## config.mk

```make
export PLATFORM = sky130hd
export DESIGN_NAME = evt_classifier
export DESIGN_NICKNAME = d
export VERILOG_FILES = /design/src/rtl/evt_classifier.sv
export SDC_FILE = /design/constraint.sdc
export NUM_CORES = 1
export LEC_CHECK = 0
export BUFFER_PORTS_ARGS = -buffer_cell sky130_fd_sc_hd__buf_2
export CORE_MARGIN = 3
export CORE_UTILIZATION = 40
export DETAILED_ROUTE_END_ITERATION = 10
export GPL_ROUTABILITY_DRIVEN = 0
export PLACE_DENSITY = 0.75
export SLEW_MARGIN = 10
export SYNTH_ARGS = -nofsm -noshare
export SYNTH_HDL_FRONTEND = slang
export SYNTH_SLANG_ARGS = --single-unit
```

## constraint.sdc

```tcl
create_clock -name clk -period 1.5 [get_ports clk]
set_input_delay 0.45 -clock clk [delete_from_list [all_inputs] [get_ports clk]]
set_output_delay 0.45 -clock clk [all_outputs]
set_load 0.005 [all_outputs]
```

## src/rtl/evt_classifier.sv

```systemverilog
module evt_classifier #(
  parameter int NUM_EVT = 4,
  parameter int CFG1_W  = 4
) (
  input  logic               clk,
  input  logic               rst_n,
  input  logic [NUM_EVT-1:0] evt_i,
  input  logic               cfg1_wr,
  input  logic [CFG1_W-1:0]  cfg1_din,
  input  logic               cfg2_wr,
  input  logic [NUM_EVT-1:0] cfg2_din,
  input  logic               err_clr_wr,
  input  logic [NUM_EVT-1:0] err_clr_mask,
  input  logic               fault_clr,
  output logic [CFG1_W-1:0]  cfg1_o,
  output logic [NUM_EVT-1:0] cfg2_o,
  output logic [NUM_EVT-1:0] sec_err_o,
  output logic [NUM_EVT-1:0] pri_err_o,
  output logic               fault_n_o,
  output logic               off_req_o,
  output logic [1:0]         op_mode_o
);
  localparam int UNLOCK_BIT = 0;
  localparam logic [1:0] MODE_RUN   = 2'b01;
  localparam logic [1:0] MODE_FAULT = 2'b10;

  logic [CFG1_W-1:0]  cfg1_q;
  logic [NUM_EVT-1:0] cfg2_q, sec_q, pri_q, clr_sel, severe;
  logic [1:0]         mode_q;

  assign clr_sel = err_clr_wr ? err_clr_mask : '0;
  assign severe  = evt_i & ~cfg2_q;

  always_ff @(posedge clk or negedge rst_n) begin
    if (!rst_n) begin
      cfg1_q <= '0;
      cfg2_q <= '0;
    end else begin
      if (cfg1_wr) cfg1_q <= cfg1_din;
      if (cfg2_wr && cfg1_q[UNLOCK_BIT]) cfg2_q <= cfg2_din;
    end
  end

  always_ff @(posedge clk or negedge rst_n) begin
    if (!rst_n) begin
      sec_q <= '0;
      pri_q <= '0;
    end else begin
      sec_q <= (sec_q & ~clr_sel) | evt_i;
      pri_q <= (pri_q & ~clr_sel) | evt_i;
    end
  end

  always_ff @(posedge clk or negedge rst_n) begin
    if (!rst_n)          mode_q <= MODE_RUN;
    else if (|severe)    mode_q <= MODE_FAULT;
    else if (fault_clr)  mode_q <= MODE_RUN;
  end

  assign cfg1_o    = cfg1_q;
  assign cfg2_o    = cfg2_q;
  assign sec_err_o = sec_q;
  assign pri_err_o = pri_q;
  assign op_mode_o = mode_q;
  assign fault_n_o = (mode_q != MODE_FAULT);
  assign off_req_o = (mode_q == MODE_FAULT);
endmodule


```

### Word-level counts from Yosys, hierarchy flattened

Cells that the tools add are included.

| word-level totals | value |
|---|---|
| bits in registers | 18 |
| bits of input ports | 22 |
| output and inout bits | 20 |

| cells by class | value |
|---|---|
| equal/unequal tests | 2 |
| mux-type cells | 3 |
| bitwise logic cells | 7 |
| reduce and logical (&&, ||, !) cells | 3 |

Operators by type and width:

| operator | count |
|---|---|
| 4-bit bitwise AND | 3 |
| 4-bit inverter | 2 |
| 4-bit OR | 2 |
| 2-bit 2-to-1 mux | 2 |
| 4-bit 2-to-1 mux | 1 |
| 4-bit OR reduction | 1 |
| 2-bit == test (second input constant) | 1 |
| 2-bit != test (second input constant) | 1 |
| 2-bit nonzero test | 1 |
| 1-bit logical AND | 1 |

### Longest topological paths before layout

Gate-level depths: netlist of the first run.

| logic depth | value |
|---|---|
| word-level depth | 4 |
| depth in mapped cells | 3 |

### Worst setup path before layout of the first run

Ideal clock, no wire load.

| timing path | value |
|---|---|
| path type | register to output |
| from | reg mode_q[0] (netlist: op_mode_o[0]) |
| to | out off_req_o |
| arrival time | 0.703 ns |
| required time | 1.050 ns |
| setup slack | 0.347 ns |
| cell stages (with the launch flop) | 3 |
| buffers on the path | 0 |
| path through | dfstp_2 -> nand2b_1 -> inv_1 |

| on the way | value |
|---|---|
| cells in the longest elaborated chain, start to end | 1 |

RTL lines:

| element | RTL line | source |
|---|---|---|
| start: declaration | 29 | `logic [1:0] mode_q;` |
| start signal: assignment | 55 | `if (!rst_n) mode_q <= MODE_RUN;` |
| start signal: assignment | 56 | `else if (\|severe) mode_q <= MODE_FAULT;` |
| start signal: assignment | 57 | `else if (fault_clr) mode_q <= MODE_RUN;` |
| 2-bit == test | 66 | `assign off_req_o = (mode_q == MODE_FAULT);` |
| end: declaration | 20 | `output logic off_req_o,` |

Every way passes these cells.

### Worst setup path after layout of the first run

Ends and elaborated chain as after synthesis.

==> metrics.md, run 1 <==
| Metric | Value |
|---|---|
| Final WS setup | `-19.40 ps` |
| TritonCTS clock tree | `yes` |
| Clk slew on worst S/H paths | `110 ps` |
| Pin count of the biggest net entering global routing | `19` |
| Initial antenna violation count | `0` |
| Synth area leaders | `dfrtp_1, nand2_1, mux2_4` |
| Unrepaired setup endpoints after global routing | `true` |
| WL final | `1473 µm` |
| # nets final | `128` |
| FP Rows | `14` |
| Routed via count | `572` |
| Total power | `1.120 mW` |
| Starting Density | `44.21%` |
| Diodes inserted | `0` |
| H-tree depth | `1` |
| Critical path type | `reg2out` |
| Layout cell share with drive strength beyond 1 | `55.24%` |
| Core box area | `0.001577 mm²` |
| CTS max path bufs | `2` |
| Clk sinks | `18` |
| Die Area | `0.002279 mm²` |
| CTS Hold Bufs | `0` |
| Final core utilization | `62.54%` |
| PortBufs | `41` |
| Wirelength per Cell | `12.17 µm` |
| Synth unique cells | `12` |
| Syn avg cell area | `11.81 µm²` |
| Synth top area share | `61.04%` |
| Worst path required time | `1050 ps` |
| Failing checks | `negative setup slack` |
| Vias per cell | `4.727` |
| Synthesis warning total | `0` |
| Slew @ Worst Pin | `398.1 ps` |
| First-pass GRT wire length | `2139 µm` |
| Syn nets | `81` |
| CTS buffer count | `3` |
| Initial DRC Count | `2` |
| Register bit total from synthesis | `18` |
| Fin crit period | `1519 ps` |
| Critical path startpoint category | `register` |
| Number of global-route vias before repair | `512` |
| Routed Antenna Nets | `0` |
| Slew Viols, Final | `0` |
| Hold WC Path Type | `in2async` |
| Max IR drop VDD | `0.0006678 V` |
| DIE WIDTH | `47.74 µm` |
| Area leader, netlist | `dfrtp_1` |
| I/O pin cnt | `42` |
| Final Cycle Share | `101.3%` |
| Clock latency on the worst-skew pair | `290 ps` |
| First-pass iteration count of the detailed router | `3` |
| Outcome | `finished with violations` |
| Maximum clock frequency | `658.2 MHz` |
| Post-Syn Area | `696.9 µm²` |
| Remaining Overflow, GRT | `0` |
| Critical Path Sink Type | `primary output` |
| Final HPWL DP | `1167 µm` |
| Fin. Hold Viols | `0` |
| Max-cap viol count | `0` |
| Cells after synthesis | `59` |
| Worst clock skew | `8.010 ps` |
| Leakage dissipation | `0.5382 nW` |
| GRT Overall Usage | `13.61%` |
| Endpoints failing setup | `1` |
| Fin Setup TNS | `-19.40 ps` |
| Synthesis-to-finish area growth | `41.47%` |
| Peak fanout along the critical path | `2` |
| Pre-CTS setup slack | `279.4 ps` |
| Root buffer cell | `clkbuf_4` |
| Power per Cell Area | `1136 mW/mm²` |
| Slew HR | `73.46%` |
| # DRC | `0` |
| Die Ht | `47.74 µm` |
| CP arrival | `1070 ps` |
| Sequential share of the synthesized area | `64.81%` |
## metrics by stage
step | std cells | instance area (µm²) | hold slack (ps)
2_1_floorplan | 59 | 696.9 | 154.4
3_3_place_gp | 116 | 922.1 | 389.6
3_5_place_dp | 116 | 922.1 | 394.7
4_1_cts | 121 | 973.4 | 75.63
5_1_grt | 121 | 985.9 | 90.13
6_report | 121 | 985.9 | 68.92
## report_power, final
| part | total (mW) | leakage [nW] | internal (mW) | switching (mW) |
|---|---|---|---|---|
| logic | 0.248 | 0.323 | 0.149 | 0.0992 |
| registers | 0.580 | 0.194 | 0.543 | 0.0379 |
| clock network | 0.292 | 0.0210 | 0.148 | 0.144 |
## critical path: stages (launching register included)
cell	delay [ps]
dfstp_2	540
nand2b_4	120
inv_2	30
buf_6	100
## cell type report
class	count	area (µm²)
Fill cell	133	590.6
Multi-Input combinational cell	35	230.2
Tap cell	16	20.02
Sequential cell	18	451.7
Clock buffer	4	36.28
Inverter	6	22.52
Timing Repair Buffer	42	225.2
## sequential cells by signal, summed over array words and instances (netlist names)
register,cells
cfg1_o,4
cfg2_o,4
pri_err_o,4
sec_err_o,4
op_mode_o,2
## metal layers
layer,vias up,global-route usage (%),part of all wire (%)
met4,0,4.839,1.3
met5,-,0,0
met3,2,3.383,7.1
met2,24,22.96,49
met1,267,16.82,42
li1,279,-,-
## what timing repair did
| item | in CTS | in global routing |
|---|---|---|
| cloned | 0 | 0 |
| resized for setup | 2 | 2 |
| buffers inserted | 1 | 0 |
| setup endpoints to repair | 1 | 3 |
## layout by cell type, fill, tap and decap left out, drive strengths merged
cell	n
a211o	1
buf	42
clkbuf	4
dfrtp	17
dfstp	1
inv	6
mux2	8
nand2	21
nand2b	1
nor2	1
nor3	1
o22ai	2
## cells in the mapped netlist
master / instances
nand2_2: 1
nand2_1: 20
nor3_1: 1
mux2_4: 4
a211o_1: 1
dfrtp_1: 17
mux2_2: 4
dfstp_2: 1
nor2_1: 1
o22ai_1: 2
inv_1: 6
nand2b_1: 1
## path summary, 6_finish.rpt
path                                          startpoint                        to  slack, ps  cells after the start
worst min register to register    pri_err_o[3]$_DFF_PN0_    pri_err_o[3]$_DFF_PN0_        470                      2
min in group clk                                evt_i[0]    sec_err_o[0]$_DFF_PN0_        370                      3
worst max-delay path            op_mode_o[0]$_DFFE_PN1P_                 off_req_o        -20                      3
worst min-delay path                               rst_n    pri_err_o[1]$_DFF_PN0_         70                      1
worst max register to register     cfg1_o[0]$_DFFE_PN0P_     cfg2_o[3]$_DFFE_PN0P_        520                      2
max in group asynchronous                          rst_n  op_mode_o[0]$_DFFE_PN1P_       1100                      1
## kinds of logic after synthesis
group | Yosys count | synth area share [%]
and+or+nand+nor | 24 | 13.82
buffers and inverters | 6 | 3.231
DFF | 18 | 64.81
muxes | 8 | 15.08
AOI/OAI and AO/OA | 3 | 3.052
Note: power is estimated with default switching activity, not from simulation.
==> inputs of run 2 (changes only) <==
CTS_BUF_LIST = sky130_fd_sc_hd__clkbuf_8   (was not set)
==> metrics.md, run 2 (synthesis gave the netlist of run 1 again) <==
| Metric | Value |
|---|---|
| Outcome | `finished, final reports clean` |
| Die Area | `0.002279 mm² (unchanged)` |
| Pint | `915.1 µW (+9.1%)` |
| Slew HR | `73.70% (+0.24 points)` |
| Fin crit period | `1492 ps (-26.91 ps)` |
| I/O pin cnt | `42 (unchanged)` |
| Initial DRC Count | `6 (+4)` |
| Diodes inserted | `0 (unchanged)` |
| Endpoints failing setup | `0 (-1)` |
| Worst Reg2Reg Path Length in Cells | `2 (unchanged)` |
| Buffer count from post-CTS setup fixing | `0 (-1)` |
| Maximum clock frequency | `670.0 MHz (+1.8%)` |
| Max-cap viol count | `0 (unchanged)` |
| First-pass iteration count of the detailed router | `4 (+1)` |
| Clock latency on the worst-skew pair | `250 ps (-40 ps)` |
| H-tree depth | `1 (unchanged)` |
| Worst clock skew | `1.392 ps (-6.618 ps)` |
| Root buffer cell | `clkbuf_8` |
| Total power | `1.210 mW (+8.0%)` |
| Hold WS | `116.4 ps (+47.46 ps)` |
| Core box area | `0.001577 mm² (unchanged)` |
| Worst path required time | `1050 ps (about the same)` |
| Pre-CTS setup slack | `279.4 ps (unchanged)` |
| Remaining Overflow, GRT | `0 (unchanged)` |
| Commonest non-fill, non-tap cell in the layout | `buf_2` |
| # nets final | `127 (-0.78%)` |
| Post-DP Area | `922.1 µm² (unchanged)` |
| Final WS setup | `7.513 ps (+26.91 ps)` |
| FP Rows | `14 (unchanged)` |
| Fin. Hold Viols | `0 (unchanged)` |
| Clk sinks | `18 (unchanged)` |
| Peak fanout along the critical path | `3 (+1)` |
| Layout cell share with drive strength beyond 1 | `54.81% (-0.43 points)` |
| Switch Pwr | `294.4 µW (+4.7%)` |
| Critical Path Sink Type | `primary output` |
| Die Ht | `47.74 µm (unchanged)` |
| Critical path type | `reg2out` |
| Vias per cell | `4.700 (-0.58%)` |
| Pin count of the biggest net entering global routing | `19 (unchanged)` |
| Hold WC Path Type | `in2async` |
| Routed via count | `564 (-1.4%)` |
| Max IR drop VDD | `0.0005705 V (-15%)` |
| Fin Setup TNS | `0 ps (+19.40 ps)` |
| TritonCTS clock tree | `yes` |
| Most frequent cells in the layout | `buf_2, nand2_1, dfrtp_1` |
| Wirelength per Cell | `12.37 µm (+1.6%)` |
| First-pass GRT wire length | `2111 µm (-1.3%)` |
| Post-CTS resize count | `0 (-2)` |
| Final Cycle Share | `99.50% (-1.8 points)` |
| Power per Cell Area | `1221 mW/mm² (+7.4%)` |
| CP arrival | `1040 ps (-30 ps)` |
| R2R setup slack | `530 ps (about the same)` |
| CTS buffer count | `3 (unchanged)` |
| Sequential Power Share | `48.2% (-3.6 points)` |
| Final Cell Area | `991.0 µm² (+0.51%)` |
| Routed Antenna Nets | `0 (unchanged)` |
| Slew @ Worst Pin | `394.5 ps (-3.548 ps)` |
| Leakage dissipation | `0.5396 nW (+0.27%)` |
| Unrepaired setup endpoints after global routing | `true` |
| RR Endpoint | `cfg2_o[2]$_DFFE_PN0P_` |
| Number of global-route vias before repair | `493 (-3.7%)` |
| WL final | `1484 µm (+0.75%)` |
| Synthesis-to-finish area growth | `42.19%` |
| Slew Viols, Final | `0 (unchanged)` |
| # DRC | `0 (unchanged)` |
| CTS Hold Bufs | `0 (unchanged)` |
| Clk slew on worst S/H paths | `70 ps (-40 ps)` |
| Starting Density | `44.21% (unchanged)` |
| Initial antenna violation count | `0 (unchanged)` |
| DIE WIDTH | `47.74 µm (unchanged)` |
| Final HPWL DP | `1167 µm (unchanged)` |
| Clock power share | `32.4% (+6.4 points)` |
| CTS max path bufs | `2 (unchanged)` |
| PortBufs | `41 (unchanged)` |
| Critical path startpoint category | `register` |
| RR Startpoint | `cfg1_o[0]$_DFFE_PN0P_` |
| Part of the power in combinational logic | `19.4% (-2.7 points)` |
| GRT Overall Usage | `13.61% (unchanged)` |
| Switching share of total power | `24.34% (-0.77 points)` |
## run 2: cell types whose count changed in the layout (fill, tap and decap cells not counted)
cell / delta
buf_2: +1
buf_4: -1
buf_6: -1
clkbuf_4: -3
clkbuf_8: +3
## run 2: critical path: stages (launching register included)
cell      delay, ps
dfstp_2         540
nand2b_4        120
inv_2            30
buf_6           100
## run 2: routing by layer
layer / track usage (%) / wire, µm / up-vias
met4: 6.452 / 19 / 0
met3: 3.759 / 103 / 2
met5: 0 / 0 / -
met2: 21.90 / 712 / 22
li1: - / - / 278
met1: 16.82 / 649 / 262
## run 2: worst max path at each step
| stage | start | end | slack, ps |
|---|---|---|---|
| after floorplan | op_mode_o[0]$_DFFE_PN1P_ | off_req_o | 350 |
| after global placement | op_mode_o[0]$_DFFE_PN1P_ | off_req_o | 290 |
| after detailed placement | op_mode_o[0]$_DFFE_PN1P_ | off_req_o | 280 |
| after CTS | op_mode_o[0]$_DFFE_PN1P_ | off_req_o | 6 |
| after global routing | op_mode_o[0]$_DFFE_PN1P_ | off_req_o | -20 |
| final | op_mode_o[0]$_DFFE_PN1P_ | off_req_o | 8 |
## run 2: layout make-up
cell class              count  area [µm²]
multi-input cells          35       230.2
flip-flops and latches     18       451.7
inverters                   6       22.52
fillers                   131       585.6
well taps                  16       20.02
clock buffers               4       55.05
repair buffers             41       211.5
## run 2: power groups by stage
stage	registers, mW	clock network (mW)	logic [mW]
after floorplan	0.591	0	0.0949
after global placement	0.585	0	0.216
after detailed placement	0.589	0	0.220
after CTS	0.580	0.396	0.223
after global routing	0.589	0.418	0.263
final	0.583	0.392	0.235
## run 2: per-stage QoR
step | utilization, % | std cells
floorplan | - | 59
global placement | 58.49 | 116
detailed placement | 58.49 | 116
CTS | 61.98 | 120
global route | 62.86 | 120
finish | 62.86 | 120
